`src/rtl/cfgdec_pkg.sv`:
```
package cfgdec_pkg;
  localparam int ADDR_W = 32;
  localparam int DATA_W = 32;
  localparam int WORD_W = 10;

  localparam logic [3:0] WINDOW_NIB = 4'hD;

  // header word indices (software decodes these offsets)
  localparam logic [WORD_W-1:0] W_IDENT = 10'd0;
  localparam logic [WORD_W-1:0] W_CMD   = 10'd1;
  localparam logic [WORD_W-1:0] W_BASE  = 10'd4;

  typedef struct packed {
    logic [3:0]        window;
    logic [7:0]        bus;
    logic [4:0]        dev;
    logic [2:0]        func;
    logic [WORD_W-1:0] word;
    logic [1:0]        byte_off;
  } cfg_addr_t;

  function automatic cfg_addr_t split_addr(input logic [ADDR_W-1:0] a);
    return cfg_addr_t'(a);
  endfunction
endpackage

```
`src/rtl/cfg_addr_decode.sv`:
```
module cfg_addr_decode
  import cfgdec_pkg::*;
#(
  parameter logic [7:0] SLOT_BUS  = 8'd0,
  parameter logic [4:0] SLOT_DEV  = 5'd2,
  parameter logic [2:0] SLOT_FUNC = 3'd0
) (
  input  logic              req_vld,
  input  logic [ADDR_W-1:0] req_addr,
  output logic              in_window,
  output logic              own_slot,
  output logic [WORD_W-1:0] word_idx
);
  cfg_addr_t f;
  logic      slot_eq;

  always_comb begin
    f         = split_addr(req_addr);
    slot_eq   = (f.bus == SLOT_BUS) && (f.dev == SLOT_DEV) && (f.func == SLOT_FUNC);
    in_window = req_vld && (f.window == WINDOW_NIB);
    own_slot  = in_window && slot_eq;
    word_idx  = f.word;
  end
endmodule

```
`src/rtl/cfg_header_regs.sv`:
```
module cfg_header_regs
  import cfgdec_pkg::*;
#(
  parameter logic [15:0] VENDOR_ID = 16'h1D5C,
  parameter logic [15:0] DEVICE_ID = 16'h0A01,
  parameter logic [15:0] CMD_WMASK = 16'h0007,
  parameter int          BAR_LSB   = 12
) (
  input  logic              clk,
  input  logic              rst_n,
  input  logic              wr_en,
  input  logic [WORD_W-1:0] word_idx,
  input  logic [DATA_W-1:0] wdata,
  output logic [DATA_W-1:0] rd_word
);
  localparam int CMD_W  = 16;
  localparam int BASE_W = DATA_W - BAR_LSB;

  logic [CMD_W-1:0]  cmd_q;
  logic [BASE_W-1:0] base_q;
  logic              cmd_wr;
  logic              base_wr;

  assign cmd_wr  = wr_en && (word_idx == W_CMD);
  assign base_wr = wr_en && (word_idx == W_BASE);

  // one flop per writable command bit, constant zero elsewhere
  for (genvar i = 0; i < CMD_W; i++) begin : g_cmd
    if (CMD_WMASK[i]) begin : g_rw
      always_ff @(posedge clk) begin
        if (!rst_n)      cmd_q[i] <= 1'b0;
        else if (cmd_wr) cmd_q[i] <= wdata[i];
      end
    end else begin : g_ro
      assign cmd_q[i] = 1'b0;
    end
  end

  always_ff @(posedge clk) begin
    if (!rst_n)       base_q <= '0;
    else if (base_wr) base_q <= wdata[DATA_W-1:BAR_LSB];
  end

  always_comb begin
    unique case (word_idx)
      W_IDENT: rd_word = {DEVICE_ID, VENDOR_ID};
      W_CMD:   rd_word = {{(DATA_W-CMD_W){1'b0}}, cmd_q};
      W_BASE:  rd_word = {base_q, {BAR_LSB{1'b0}}};
      default: rd_word = '0;
    endcase
  end
endmodule

```
`src/rtl/cfg_timeout.sv`:
```
module cfg_timeout #(
  parameter int TMO_CYCLES = 16
) (
  input  logic clk,
  input  logic rst_n,
  input  logic in_window,
  input  logic any_ack,
  output logic fire
);
  localparam int              CW   = $clog2(TMO_CYCLES + 1);
  localparam logic [CW-1:0]   LAST = CW'(TMO_CYCLES - 1);

  logic [CW-1:0] cnt_q;

  always_ff @(posedge clk) begin
    if (!rst_n) begin
      cnt_q <= '0;
      fire  <= 1'b0;
    end else if (!in_window || any_ack) begin
      cnt_q <= '0;
      fire  <= 1'b0;
    end else if (cnt_q == LAST) begin
      cnt_q <= '0;
      fire  <= 1'b1;
    end else begin
      cnt_q <= cnt_q + 1'b1;
      fire  <= 1'b0;
    end
  end
endmodule

```
`src/rtl/cfg_space_decoder.sv`:
```
module cfg_space_decoder
  import cfgdec_pkg::*;
#(
  parameter logic [7:0]  SLOT_BUS   = 8'd0,
  parameter logic [4:0]  SLOT_DEV   = 5'd2,
  parameter logic [2:0]  SLOT_FUNC  = 3'd0,
  parameter logic [15:0] VENDOR_ID  = 16'h1D5C,
  parameter logic [15:0] DEVICE_ID  = 16'h0A01,
  parameter logic [15:0] CMD_WMASK  = 16'h0007,
  parameter int          BAR_LSB    = 12,
  parameter int          TMO_CYCLES = 16
) (
  input  logic              clk,
  input  logic              rst_n,
  input  logic              req_vld,
  input  logic              req_we,
  input  logic [31:0]       req_addr,
  input  logic [31:0]       req_wdata,
  input  logic              ext_ack,
  output logic              cfg_sel,
  output logic              slot_hit,
  output logic              rsp_ack,
  output logic [31:0]       rsp_rdata
);
  logic [WORD_W-1:0] word_idx;
  logic [DATA_W-1:0] hdr_word;
  logic              accept;
  logic              ack_q;
  logic [DATA_W-1:0] rdata_q;
  logic              tmo_fire;

  cfg_addr_decode #(
    .SLOT_BUS (SLOT_BUS),
    .SLOT_DEV (SLOT_DEV),
    .SLOT_FUNC(SLOT_FUNC)
  ) u_dec (
    .req_vld  (req_vld),
    .req_addr (req_addr),
    .in_window(cfg_sel),
    .own_slot (slot_hit),
    .word_idx (word_idx)
  );

  // a held request is taken once; the ack cycle blocks a second take
  assign accept = slot_hit && !ack_q;

  cfg_header_regs #(
    .VENDOR_ID(VENDOR_ID),
    .DEVICE_ID(DEVICE_ID),
    .CMD_WMASK(CMD_WMASK),
    .BAR_LSB  (BAR_LSB)
  ) u_hdr (
    .clk     (clk),
    .rst_n   (rst_n),
    .wr_en   (accept && req_we),
    .word_idx(word_idx),
    .wdata   (req_wdata),
    .rd_word (hdr_word)
  );

  always_ff @(posedge clk) begin
    if (!rst_n) begin
      ack_q   <= 1'b0;
      rdata_q <= '0;
    end else begin
      ack_q   <= accept;
      rdata_q <= (accept && !req_we) ? hdr_word : '0;
    end
  end

  cfg_timeout #(.TMO_CYCLES(TMO_CYCLES)) u_tmo (
    .clk      (clk),
    .rst_n    (rst_n),
    .in_window(cfg_sel),
    .any_ack  (ext_ack || rsp_ack),
    .fire     (tmo_fire)
  );

  assign rsp_ack   = ack_q || tmo_fire;
  assign rsp_rdata = tmo_fire ? {DATA_W{1'b1}} : rdata_q;
endmodule

```
`config.mk`:
```
export PLATFORM = sky130hd
export DESIGN_NAME = cfg_space_decoder
export DESIGN_NICKNAME = d
export VERILOG_FILES = /design/src/rtl/cfgdec_pkg.sv /design/src/rtl/cfg_addr_decode.sv /design/src/rtl/cfg_header_regs.sv /design/src/rtl/cfg_timeout.sv /design/src/rtl/cfg_space_decoder.sv
export SDC_FILE = /design/constraint.sdc
export NUM_CORES = 1
export LEC_CHECK = 0
export BUFFER_PORTS_ARGS = -buffer_cell sky130_fd_sc_hd__buf_2
export CAP_MARGIN = 20
export CORE_MARGIN = 5
export CORE_UTILIZATION = 46
export CTS_BUF_LIST = sky130_fd_sc_hd__clkbuf_4 sky130_fd_sc_hd__clkbuf_8 sky130_fd_sc_hd__clkbuf_16
export DETAILED_ROUTE_END_ITERATION = 7
export GPL_TIMING_DRIVEN = 0
export PLACE_DENSITY = 0.91
export SYNTH_ARGS = -nofsm -noshare
export SYNTH_HDL_FRONTEND = slang
export SYNTH_SLANG_ARGS = --single-unit
```
`constraint.sdc`:
```
create_clock -name clk -period 2.8 [get_ports clk]
set_clock_uncertainty 0.2 [all_clocks]
set_input_delay 0.14 -clock clk [delete_from_list [all_inputs] [get_ports clk]]
set_output_delay 0.14 -clock clk [all_outputs]
set_load 0.01 [all_outputs]
```
* After elaboration in Yosys (flattened, before gate mapping) *
Cells that the tools add are included.

storage, ports and cells
  bits in registers = 62

operators by class
  add/sub/neg operators = 1
  eq/ne operators = 5
  multiplexer cells = 3
  bitwise gates (word level) = 1
  reductions and logical operators = 21

operators with widths
  kind                 count
  $pmux 32 s3          1
  $mux 32              1
  $eq 10x1->1 const B  1
  $eq 10x3->1 const B  1
  $logic_not 10->1     1
  $logic_and 1x1->1    9
  $logic_not 8->1      1
  $add 5x1->5 const B  1
  $eq 5x2->1 const B   1
  $eq 5x4->1 const B   1
  $eq 4x4->1 const B   1
  $logic_not 1->1      3
  $logic_not 3->1      1
  $logic_or 1x1->1     3
  $reduce_or 3->1      1
  $reduce_and 2->1     1
  $reduce_or 2->1      1
  $mux 1               1
  $not 1->1            1

* Depth between registers and ports, before layout *
  word-level depth = 7
  mapped depth = 6
  depth with buffers taken out = 5

* Cells and area by module *
From an unflattened synthesis, not the netlist that was laid out.

unflattened totals
  cell total of the unflattened synthesis = 303
  area, all modules = 2,792.7 um2

modules (own cells, without submodules)
  module             instances  cells each  area each (um2)  sequential area each (um2)
  cfg_header_regs    1          155         1,248.7          460.4
  cfg_space_decoder  1          108         1,164.9          660.6
  cfg_timeout        1          21          239.0            120.1
  cfg_addr_decode    1          19          140.1            0.0

* Least setup slack after synthesis *
Ideal clock, no wire load.

  path type = input to register
  from = in req_addr[15]
  to = reg rdata_q[11]
  setup time = 67 ps
  arrival = 1,898 ps
  required time = 2,533 ps
  slack = 635 ps
  cell stages on the path = 6
  buffers on the path = 2
  cell sequence = or4b_1 > or4_1 > buf_2 > or3_1 > buf_6 > nor2_1

between the ends
  word-level cells in the longest chain between the ends = 7

RTL lines
  element                          RTL line                 RTL
  start: declaration               cfg_space_decoder.sv:17  input logic [31:0] req_addr,
  $eq 5x2->1                       cfg_addr_decode.sv:19    slot_eq = (f.bus == SLOT_BUS) && (f.dev == SLOT_DEV) && (f.func == SLOT_FUNC);
  $logic_and 1x1->1 (2 in series)  cfg_addr_decode.sv:19
  $logic_and 1x1->1                cfg_addr_decode.sv:21    own_slot = in_window && slot_eq;
  $logic_and 1x1->1                cfg_space_decoder.sv:45  assign accept = slot_hit && !ack_q;
  $logic_and 1x1->1                cfg_space_decoder.sv:67  rdata_q <= (accept && !req_we) ? hdr_word : '0;
  $reduce_and 2->1 (no line)       n/a
  end signal: assignment           cfg_space_decoder.sv:67
  end: declaration                 cfg_space_decoder.sv:29  logic [DATA_W-1:0] rdata_q;

No other way between the ends.
A chain may end at the register's enable or synchronous reset.

* Worst setup path after layout *
  from = in req_addr[15]
  to = reg u_hdr.base_q[13]

between the ends
  word-level cells in the longest chain between the ends = 7

RTL lines
  element                          RTL line                 RTL
  $eq 5x2->1                       cfg_addr_decode.sv:19
  $logic_and 1x1->1 (2 in series)  cfg_addr_decode.sv:19
  $logic_and 1x1->1                cfg_addr_decode.sv:21
  $logic_and 1x1->1                cfg_space_decoder.sv:45
  $logic_and 1x1->1                cfg_space_decoder.sv:55  .wr_en (accept && req_we),
  $logic_and 1x1->1                cfg_header_regs.sv:25    assign base_wr = wr_en && (word_idx == W_BASE);
  end signal: assignment           cfg_header_regs.sv:41    else if (base_wr) base_q <= wdata[DATA_W-1:BAR_LSB];
  end: declaration                 cfg_header_regs.sv:20    logic [BASE_W-1:0] base_q;

No other way between the ends.

==> metrics.csv <==
metric;value;unit
Synth Area in Simple Gates;0.294;
gr usage total;0.203;
# IOs;104;
Worst R2R Start;ack_q$_SDFF_PN0_;
leak pwr;1.47;nW
post-synth cell types;29;
cell area after synthesis;2300;um2
mux contribution to synthesized area;0;
WP data required;2.80;ns
Starting Density;0.481;
worst skew pair latency;0.31;ns
post-synth top area cell;dfxtp_1;
drt via density;5.28;
ys flop type;dfxtp_1;
Setup WS post-layout;0.189;ns
CTS tree;built;
Final min period;2.61;ns
syn_area_per_cell;9.25;um2
final count of negative-setup-slack endpoints;0;
Vias;2341;
WL per Instance;14.2;um
port bufs;92;
Core Footprint;4790;um2
initial DRC count;152;
Critical Path End;u_hdr.base_q[13]$_SDFFE_PN0P_;
CTS root buffer;clkbuf_8;
CTS clock-pin slew for the worst setup and hold paths;0.09;ns
area delta synth->final;39.5;%
worst hold start;req_we;
outcome;complete, no violations;
Fin Setup TNS;0;ns
crit end category;flop;
period utilization;0.933;
DP HPWL;4550;um
reg-to-reg endpoint;u_hdr.base_q[13]$_SDFFE_PN0P_;
largest family of logic cells by synthesized area;simple AND/OR/NAND/NOR gates;
WP data arrival;2.61;ns
Final Routed Wirelength;6310;um
Hold Violations, Final;0;
Num CTS Buffers;5;
Post-synth top cells;54 x dfxtp_1, 25 x or2_2, 23 x a21oi_1, 23 x nand4_1, 23 x o31ai_1;
initial antenna violation count;0;
CTS Buffer Depth;2;
Synth Area in Compound Gates;0.144;
adder-cell share of the synthesized area;0.0109;
Worst IR Drop VDD;0.000233;V
DRC violations left;0;
Ys Warns;0;
clk sinks;54;
overall power;0.00130;W
Crit. Startpoint;req_addr[15];
crit path max fanout;10;
Final nets;446;
row count;25;
register area share after synthesis;0.470;
overall die width;80.7;um
post-synth top area share;0.470;
synthesized net count;320;
GPL Wtd Cong;0.807;
pwr dens;406;nW/um2
class of the tightest hold or removal check;primary input to flop;
Max Fclk;383;MHz
synthesized flop and latch total;54;
layout cells sized above 1;0.383;
top-count cell post-synth;dfxtp_1;
top post-synthesis cells by area;dfxtp_1 47%, o31ai_1 7.5%, or2_2 6.8%;
worst slack at placement;0.273;ns
grt total ovfl;0;
first-pass GRT wire length;10400;um
Die Height;80.7;um
RSZ-0062 raised after global routing;no;
number of global-route vias before repair;2377;
CP Launch Type;primary input;
EDFF count, synth;0;
diodes inserted;0;
largest net degree at the start of global routing;16;
Mapped Cells;249;
Reg2Reg Depth;5;
Max Cap Viol;0;
die area;6520;um2
CTS H-tree depth;2;
DR pass1 iterations;4;
Crit Path Class;primary input to flop;
Post-Synth XOR/XNOR Area;0.00761;
Post-synth ARST share;0;
Tightest Pin Transition;0.700;ns
max-slew violations;0;
Routed Antenna Nets;0;
Slew Limit Headroom;0.529;
worst reg-to-reg setup slack;0.63;ns
-- worst min-delay path by stage --
stage | to | slack, ns | cells after the start
2_1_floorplan | u_tmo.fire$_SDFF_PP0_ | 0.02 | 1
3_3_place_gp | u_tmo.fire$_SDFF_PP0_ | 0.13 | 2
3_5_place_dp | u_tmo.fire$_SDFF_PP0_ | 0.13 | 2
4_1_cts | rdata_q[1]$_SDFF_PN0_ | 0.05 | 3
5_1_grt | rdata_q[0]$_SDFF_PN0_ | 0.06 | 3
6_report | rdata_q[1]$_SDFF_PN0_ | 0.06 | 3
-- critical path, stage by stage --
cell and delay, ns:
buf_2 0.10, or4b_1 0.55, or4_1 0.52, buf_2 0.20, buf_2 0.20, o31ai_1 0.26, a21oi_1 0.09, dlygate4sd3_1 0.55
-- placed cells by master (no fill, tap or decap), types with 4 or more instances in the layout --
| cell | synthesis | routed |
|---|---|---|
| a21oi_1 | 23 | 23 |
| a21oi_2 | 5 | 5 |
| and2_1 | 16 | 16 |
| and4b_1 | 4 | 4 |
| buf_2 | 4 | 96 |
| buf_4 | 8 | 8 |
| clkbuf_1 | 16 | 16 |
| clkbuf_8 | 0 | 6 |
| dfxtp_1 | 54 | 54 |
| dlygate4sd3_1 | 0 | 27 |
| inv_1 | 4 | 4 |
| nand2_1 | 7 | 7 |
| nand4_1 | 23 | 23 |
| nand4b_1 | 4 | 4 |
| nor2_1 | 7 | 7 |
| o31ai_1 | 23 | 23 |
| or2_2 | 25 | 25 |
| or4_1 | 5 | 5 |
-- through the flow --
stage               std cells  hold WS (ns)   util  area (um2)
global route              443        0.0643  0.671        3210
finish                    443        0.0579  0.671        3210
CTS                       443        0.0544  0.671        3210
global placement          408         0.130  0.595        2850
floorplan                 249        0.0193      -        2300
detailed placement        408         0.135  0.595        2850
-- report_power, final --
group          internal (W)  total [W]  switching [W]  leakage, nW
combinational     0.0000538  0.0000850      0.0000312        0.979
clock              0.000210   0.000452       0.000242       0.0517
sequential         0.000767   0.000767   0.0000000722        0.435
total               0.00103    0.00130       0.000273         1.47
-- flip-flops by register name (all words and copies together) (netlist names) --
name and count:
u_hdr.cmd_q 3, u_hdr.base_q 20, ack_q 1, u_tmo.cnt_q 5
u_tmo.fire 1, rdata_q 24
-- layout make-up --
cell class | count | area (um2)
fill | 370 | 1570
sequential | 54 | 1080
multi-input combinational | 161 | 1050
timing repair buffer | 119 | 731
buffer | 30 | 155
clock buffer | 7 | 90.1
tap | 67 | 83.8
inverter | 4 | 15.0
clock inverter | 1 | 5.00
-- kinds of logic (layout without fill, tap and decap cells) --
family / count (synthesis) / in the layout
DFF: 54 / 54
xor gates and xnor gates: 2 / 2
AOI/OAI and AO/OA: 51 / 51
buffers and inverters: 34 / 161
adders and majority gates: 2 / 2
and+or+nand+nor: 106 / 106
-- metal layers --
layer / part of all wire / track usage / up-vias
met5: 0 / 0 / -
li1: - / - / 1141
met4: 0.026 / 0.0946 / 0
met3: 0.083 / 0.0477 / 18
met1: 0.41 / 0.241 / 1049
met2: 0.48 / 0.349 / 133
-- what timing repair did --
action,4_1_cts,5_1_grt
hold buffers,27,0
endpoints found under the setup margin,0,0
setup buffers,0,0
gates resized for setup,0,0
hold endpoints to repair,24,0
Power figures use the tool's default switching activity.
